**config.mk**
```make
export PLATFORM = sky130hd
export DESIGN_NAME = ls_agu
export DESIGN_NICKNAME = d
export VERILOG_FILES = /design/src/rtl/ls_agu_pkg.sv /design/src/rtl/ls_agu_ext.sv /design/src/rtl/ls_agu_mask.sv /design/src/rtl/ls_agu_step.sv /design/src/rtl/ls_agu.sv
export SDC_FILE = /design/constraint.sdc
export NUM_CORES = 1
export LEC_CHECK = 0
export CAP_MARGIN = 20
export CORE_MARGIN = 2
export CORE_UTILIZATION = 35
export DETAILED_ROUTE_END_ITERATION = 12
export SLEW_MARGIN = 20
export SYNTH_ARGS = -nofsm -noshare
export SYNTH_HDL_FRONTEND = slang
export SYNTH_HIERARCHICAL = 1
export SYNTH_SLANG_ARGS = --single-unit
```
**constraint.sdc**
```tcl
create_clock -name clk -period 3 [get_ports clk]
set_input_delay 0.3 -clock clk [delete_from_list [all_inputs] [get_ports clk]]
set_output_delay 0.3 -clock clk [all_outputs]
set_load 0.02 [all_outputs]
```
**src/rtl/ls_agu_pkg.sv**
```systemverilog
package ls_agu_pkg;
  localparam int unsigned AW = 32;
  localparam int unsigned DW = 8;
  typedef enum logic [1:0] {
    OP_LOAD  = 2'd0,
    OP_STORE = 2'd1,
    OP_CALC  = 2'd2,
    OP_IDLE  = 2'd3
  } agu_op_e;
  typedef struct packed {
    logic          mem_valid;
    logic          mem_write;
    logic [AW-1:0] mem_addr;
    logic          dst_valid;
    logic [AW-1:0] dst_value;
    logic          wb_valid;
    logic [AW-1:0] wb_value;
  } agu_out_t;
endpackage

```
**src/rtl/ls_agu_ext.sv**
```systemverilog
module ls_agu_ext #(
  parameter int unsigned IN_W  = 8,
  parameter int unsigned OUT_W = 32
) (
  input  logic [IN_W-1:0]  disp_i,
  output logic [OUT_W-1:0] ext_o
);
  localparam int unsigned PAD = OUT_W - IN_W;
  always_comb begin
    ext_o = {{PAD{disp_i[IN_W-1]}}, disp_i};
  end
endmodule

```
**src/rtl/ls_agu_mask.sv**
```systemverilog
module ls_agu_mask #(
  parameter int unsigned AW     = 32,
  parameter int unsigned NARROW = 3,
  parameter int unsigned WIDE   = 4
) (
  input  logic [AW-1:0] base_i,
  input  logic          en_i,
  input  logic          wide_i,
  output logic [AW-1:0] addr_base_o
);
  localparam logic [AW-1:0] KEEP_N = ~((AW'(1) << NARROW) - AW'(1));
  localparam logic [AW-1:0] KEEP_W = ~((AW'(1) << WIDE) - AW'(1));
  always_comb begin
    if (!en_i)       addr_base_o = base_i;
    else if (wide_i) addr_base_o = base_i & KEEP_W;
    else             addr_base_o = base_i & KEEP_N;
  end
endmodule

```
**src/rtl/ls_agu_step.sv**
```systemverilog
module ls_agu_step #(
  parameter int unsigned AW    = 32,
  parameter int unsigned SZ_W  = 2
) (
  input  logic [AW-1:0]   base_i,
  input  logic [SZ_W-1:0] size_i,
  output logic [AW-1:0]   next_o
);
  localparam int unsigned NSZ = 1 << SZ_W;
  logic [AW-1:0] steps [NSZ];
  for (genvar g = 0; g < NSZ; g++) begin : g_step
    assign steps[g] = AW'(1) << g;
  end
  always_comb begin
    next_o = base_i + steps[size_i];
  end
endmodule

```
**src/rtl/ls_agu.sv**
```systemverilog
module ls_agu
  import ls_agu_pkg::*;
#(
  parameter int unsigned TAG_NARROW = 3,
  parameter int unsigned TAG_WIDE   = 4,
  parameter int unsigned SZ_W       = 2
) (
  input  logic            clk,
  input  logic            rst_n,
  input  logic            req_valid_i,
  input  logic [1:0]      op_i,
  input  logic [AW-1:0]   base_i,
  input  logic [DW-1:0]   disp_i,
  input  logic            postinc_i,
  input  logic [SZ_W-1:0] size_i,
  input  logic            tag_en_i,
  input  logic            tag_wide_i,
  output logic            mem_valid,
  output logic            mem_write,
  output logic [AW-1:0]   mem_addr,
  output logic            dst_valid,
  output logic [AW-1:0]   dst_value,
  output logic            wb_valid,
  output logic [AW-1:0]   wb_value
);
  logic [AW-1:0] disp_ext, addr_base, base_next;
  agu_out_t      nxt, cur;
  logic          is_mem, is_calc, upd_en;

  ls_agu_ext #(.IN_W(DW), .OUT_W(AW)) u_ext (.disp_i(disp_i), .ext_o(disp_ext));
  ls_agu_mask #(.AW(AW), .NARROW(TAG_NARROW), .WIDE(TAG_WIDE)) u_mask (
    .base_i(base_i), .en_i(tag_en_i), .wide_i(tag_wide_i), .addr_base_o(addr_base));
  ls_agu_step #(.AW(AW), .SZ_W(SZ_W)) u_step (
    .base_i(base_i), .size_i(size_i), .next_o(base_next));

  always_comb begin
    is_mem  = req_valid_i && (op_i == OP_LOAD || op_i == OP_STORE);
    is_calc = req_valid_i && (op_i == OP_CALC);
    nxt.mem_valid = is_mem;
    nxt.mem_write = is_mem && (op_i == OP_STORE);
    nxt.mem_addr  = is_mem ? addr_base + disp_ext : cur.mem_addr;
    nxt.dst_valid = is_calc;
    nxt.dst_value = is_calc ? base_i + disp_ext : cur.dst_value;
    nxt.wb_valid  = is_mem && postinc_i;
    nxt.wb_value  = (is_mem && postinc_i) ? base_next : cur.wb_value;
    upd_en = req_valid_i || cur.mem_valid || cur.dst_valid || cur.wb_valid;
  end

  always_ff @(posedge clk or negedge rst_n) begin
    if (!rst_n)      cur <= '0;
    else if (upd_en) cur <= nxt;
  end

  assign mem_valid = cur.mem_valid;
  assign mem_write = cur.mem_write;
  assign mem_addr  = cur.mem_addr;
  assign dst_valid = cur.dst_valid;
  assign dst_value = cur.dst_value;
  assign wb_valid  = cur.wb_valid;
  assign wb_value  = cur.wb_value;
endmodule

```
==> qor.csv <==
metric,value,unit
met1 track demand over resource,0.255,
status,finished clean,
critical path endpoint category,flip-flop,
minimum clock period,2860,ps
Via Count,7688,
number of synthesized flops with an enable pin,0,
kind of critical path,primary input to flip-flop,
CTS Buf Count,9,
Max Slew Vio Count,0,
P per Cell Area,490,mW/mm²
row cnt,56,
Area Growth Syn to Fin,29.6,%
FMAX,0.350,GHz
Clock Sinks,100,
Setup TNS,0,ps
sequential share of the synthesized area,0.297,
met2 Use GR,0.314,
CTS clock-pin slew for the worst setup and hold paths,70,ps
Hold Path Class,primary input to async pin,
Diodes inserted,0,
"Max FO, Critical Path",3,
share of layout cells above drive strength 1,0.171,
num ports,150,
Critical Path Source,base_i[0],
"FFs w/ async S/R, synth",1.00,
initial core utilization,0.358,
Required @ worst endpoint,3240,ps
most frequent cells in the layout,"clkdlybuf4s50_1 (147), nand2_1 (127), buf_4 (123)",
Critical Path AT,3100,ps
area of the core,0.0235,mm²
"commonest non-fill, non-tap cell in the layout",clkdlybuf4s50_1,
worst r2r src,mem_valid$_DFFE_PN0N_,
Clock Latency Late Sink,360,ps
top_reg_cell synth,dfrtp_1,
met3 GRT Util,0.0318,
GRT Resource Usage Total,0.189,
Initial DRC Count,445,
cell area after layout,0.0109,mm²
initial antenna violation count,0,
Die H,159,µm
die area,0.0254,mm²
routability congestion estimate,0.888,
port bufs,149,
Yosys Warn Count,6,
Area after DPL,0.0106,mm²
post-CTS setup buffer count,0,
cells after synthesis,968,
syn_area_per_cell,8.71,µm²
gr busiest metal,met2,
CP Launch Type,primary input,
Die X,159,µm
grt total ovfl,0,
DR WL/cell,16.4,µm
max-cap viol count,0,
Max Buffers Root-to-Sink,2,
Post-Syn Area,0.00843,mm²
largest net degree at the start of global routing,68,
Post-DP HPWL,19300,µm
Worst-Margin Slew,590,ps
CTS tree,done,
Detail Route Antenna Nets,0,
Rel. slew slack,0.607,
Yosys reg bits,100,
DRC Markers,0,
vias per cell,5.21,
NumNets Final,1271,
synth unique cells,71,
drt pass-1 iters,5,
syn_nets,1087,
Setup-failing EPs final,0,
vias in the first global route,7646,
worst clock skew,0.161,ps
first-pass GRT wire length,39100,µm
static leakage,4.95,nW
endpoints failing hold,0,
WL final,24200,µm
period utilisation layout,0.953,
CTS Root Cell,clkbuf_16,
VDD IR max,0.239,mV
H-tree depth,3,
[Yosys cell counts (3+ instances only)]
library cell | number | area [µm²]
nand4_1 | 33 | 206
o31ai_1 | 12 | 90.1
dfrtp_1 | 100 | 2500
xnor2_1 | 46 | 403
a21oi_1 | 70 | 350
a221oi_1 | 3 | 26.3
inv_1 | 16 | 60.1
xor2_1 | 27 | 236
nor2_1 | 46 | 173
mux2_2 | 32 | 360
clkbuf_2 | 4 | 20.0
ha_1 | 66 | 826
or4_1 | 3 | 22.5
o21a_1 | 11 | 82.6
clkbuf_1 | 27 | 101
or3_1 | 3 | 18.8
fa_1 | 3 | 60.1
a31oi_1 | 3 | 18.8
nand2b_1 | 3 | 18.8
nand2_1 | 127 | 477
o311ai_0 | 5 | 43.8
a21o_1 | 46 | 345
o21bai_1 | 13 | 97.6
nor3_1 | 12 | 60.1
nor2b_1 | 5 | 31.3
buf_1 | 4 | 15.0
buf_4 | 61 | 458
mux2i_1 | 3 | 30.0
o21ai_0 | 66 | 330
and4_1 | 3 | 26.3
a21boi_0 | 6 | 45.0
nand3_1 | 23 | 115
a211o_1 | 6 | 52.6
a41oi_1 | 4 | 35.0
and2_1 | 3 | 18.8
a211oi_1 | 9 | 67.6
and3_1 | 13 | 81.3
o2111ai_1 | 3 | 26.3
o211ai_1 | 6 | 45.0
[final cells by class]
| type | count | area (µm²) |
|---|---|---|
| clock buffer | 10 | 239 |
| clock inverter | 6 | 40.0 |
| fill | 2353 | 12600 |
| inverter | 16 | 60.1 |
| multi-input combinational | 751 | 5240 |
| sequential | 100 | 2500 |
| tap | 319 | 399 |
| timing repair buffer | 274 | 2450 |
[path summary, 6_finish.rpt]
| kind | to | slack [ps] | cells after the start |
|---|---|---|---|
| setup reg to reg | mem_write$_DFFE_PN0N_ | 1750 | 2 |
| setup / recovery | dst_value[30]$_DFFE_PN0P_ | 140 | 11 |
| max in group asynchronous | mem_addr[24]$_DFFE_PN0P_ | 1790 | 3 |
| min in group clk | mem_addr[19]$_DFFE_PN0P_ | 480 | 2 |
| hold / removal | dst_value[1]$_DFFE_PN0P_ | 470 | 2 |
| hold reg to reg | mem_addr[19]$_DFFE_PN0P_ | 480 | 2 |
[report_power, final]
group	switching, W	internal [W]	total [W]	leakage (nW)
combinational	0.00123	0.00117	0.00240	3.59
sequential	0.000181	0.00163	0.00181	1.23
clock	0.000558	0.000585	0.00114	0.138
total	0.00197	0.00339	0.00536	4.95
[critical path, stage by stage]
cell             delay [ps]
clkdlybuf4s50_1         430
buf_4                   150
ha_1                    230
fa_1                    420
a21o_4                  240
a31o_4                  250
a31oi_4                 220
o41ai_4                 130
a41oi_2                 290
nor4_1                   70
or3_1                   350
[state kept, by name, summed over array words and instances (netlist names)]
name / count
dst_value: 32
mem_addr: 32
dst_valid: 1
wb_valid: 1
mem_valid: 1
wb_value: 32
mem_write: 1
[per-layer routing]
| metal | part of all wire | vias to the layer above |
|---|---|---|
| li1 | - | 3826 |
| met1 | 0.48 | 3648 |
| met2 | 0.46 | 187 |
| met3 | 0.046 | 27 |
| met4 | 0.018 | 0 |
| met5 | 0 | - |
[cell families (layout without fill, tap and decap cells)]
| family | count (synthesis) | count (layout) | share of synthesized area |
|---|---|---|---|
| DFF | 100 | 100 | 0.297 |
| buffers and inverters | 117 | 306 | 0.0849 |
| xor gates and xnor gates | 73 | 73 | 0.0758 |
| muxes | 35 | 35 | 0.0463 |
| adders and majority gates | 69 | 69 | 0.105 |
| and+or+nand+nor | 292 | 292 | 0.169 |
| AOI/OAI and AO/OA | 282 | 282 | 0.223 |
[metrics by stage]
| stage | utilization | setup WS (ps) | std cells | total power, W | hold WS (ps) |
|---|---|---|---|---|---|
| 2_1_floorplan | - | 269 | 968 | 0.00313 | 4.41 |
| 3_3_place_gp | 0.451 | -326 | 1459 | 0.00423 | 311 |
| 3_5_place_dp | 0.451 | -321 | 1459 | 0.00425 | 309 |
| 4_1_cts | 0.463 | 22.6 | 1476 | 0.00542 | 480 |
| 5_1_grt | 0.464 | -3.41 | 1476 | 0.00569 | 512 |
| 6_report | 0.464 | 142 | 1476 | 0.00536 | 465 |
[timing repair]
item                                   4_1_cts  5_1_grt
resized for setup                            0        6
setup endpoints to repair                    0        9
endpoints found under the hold margin       36        0
hold buffers                                 1        0
No activity file was read; power rests on OpenSTA's default activity.
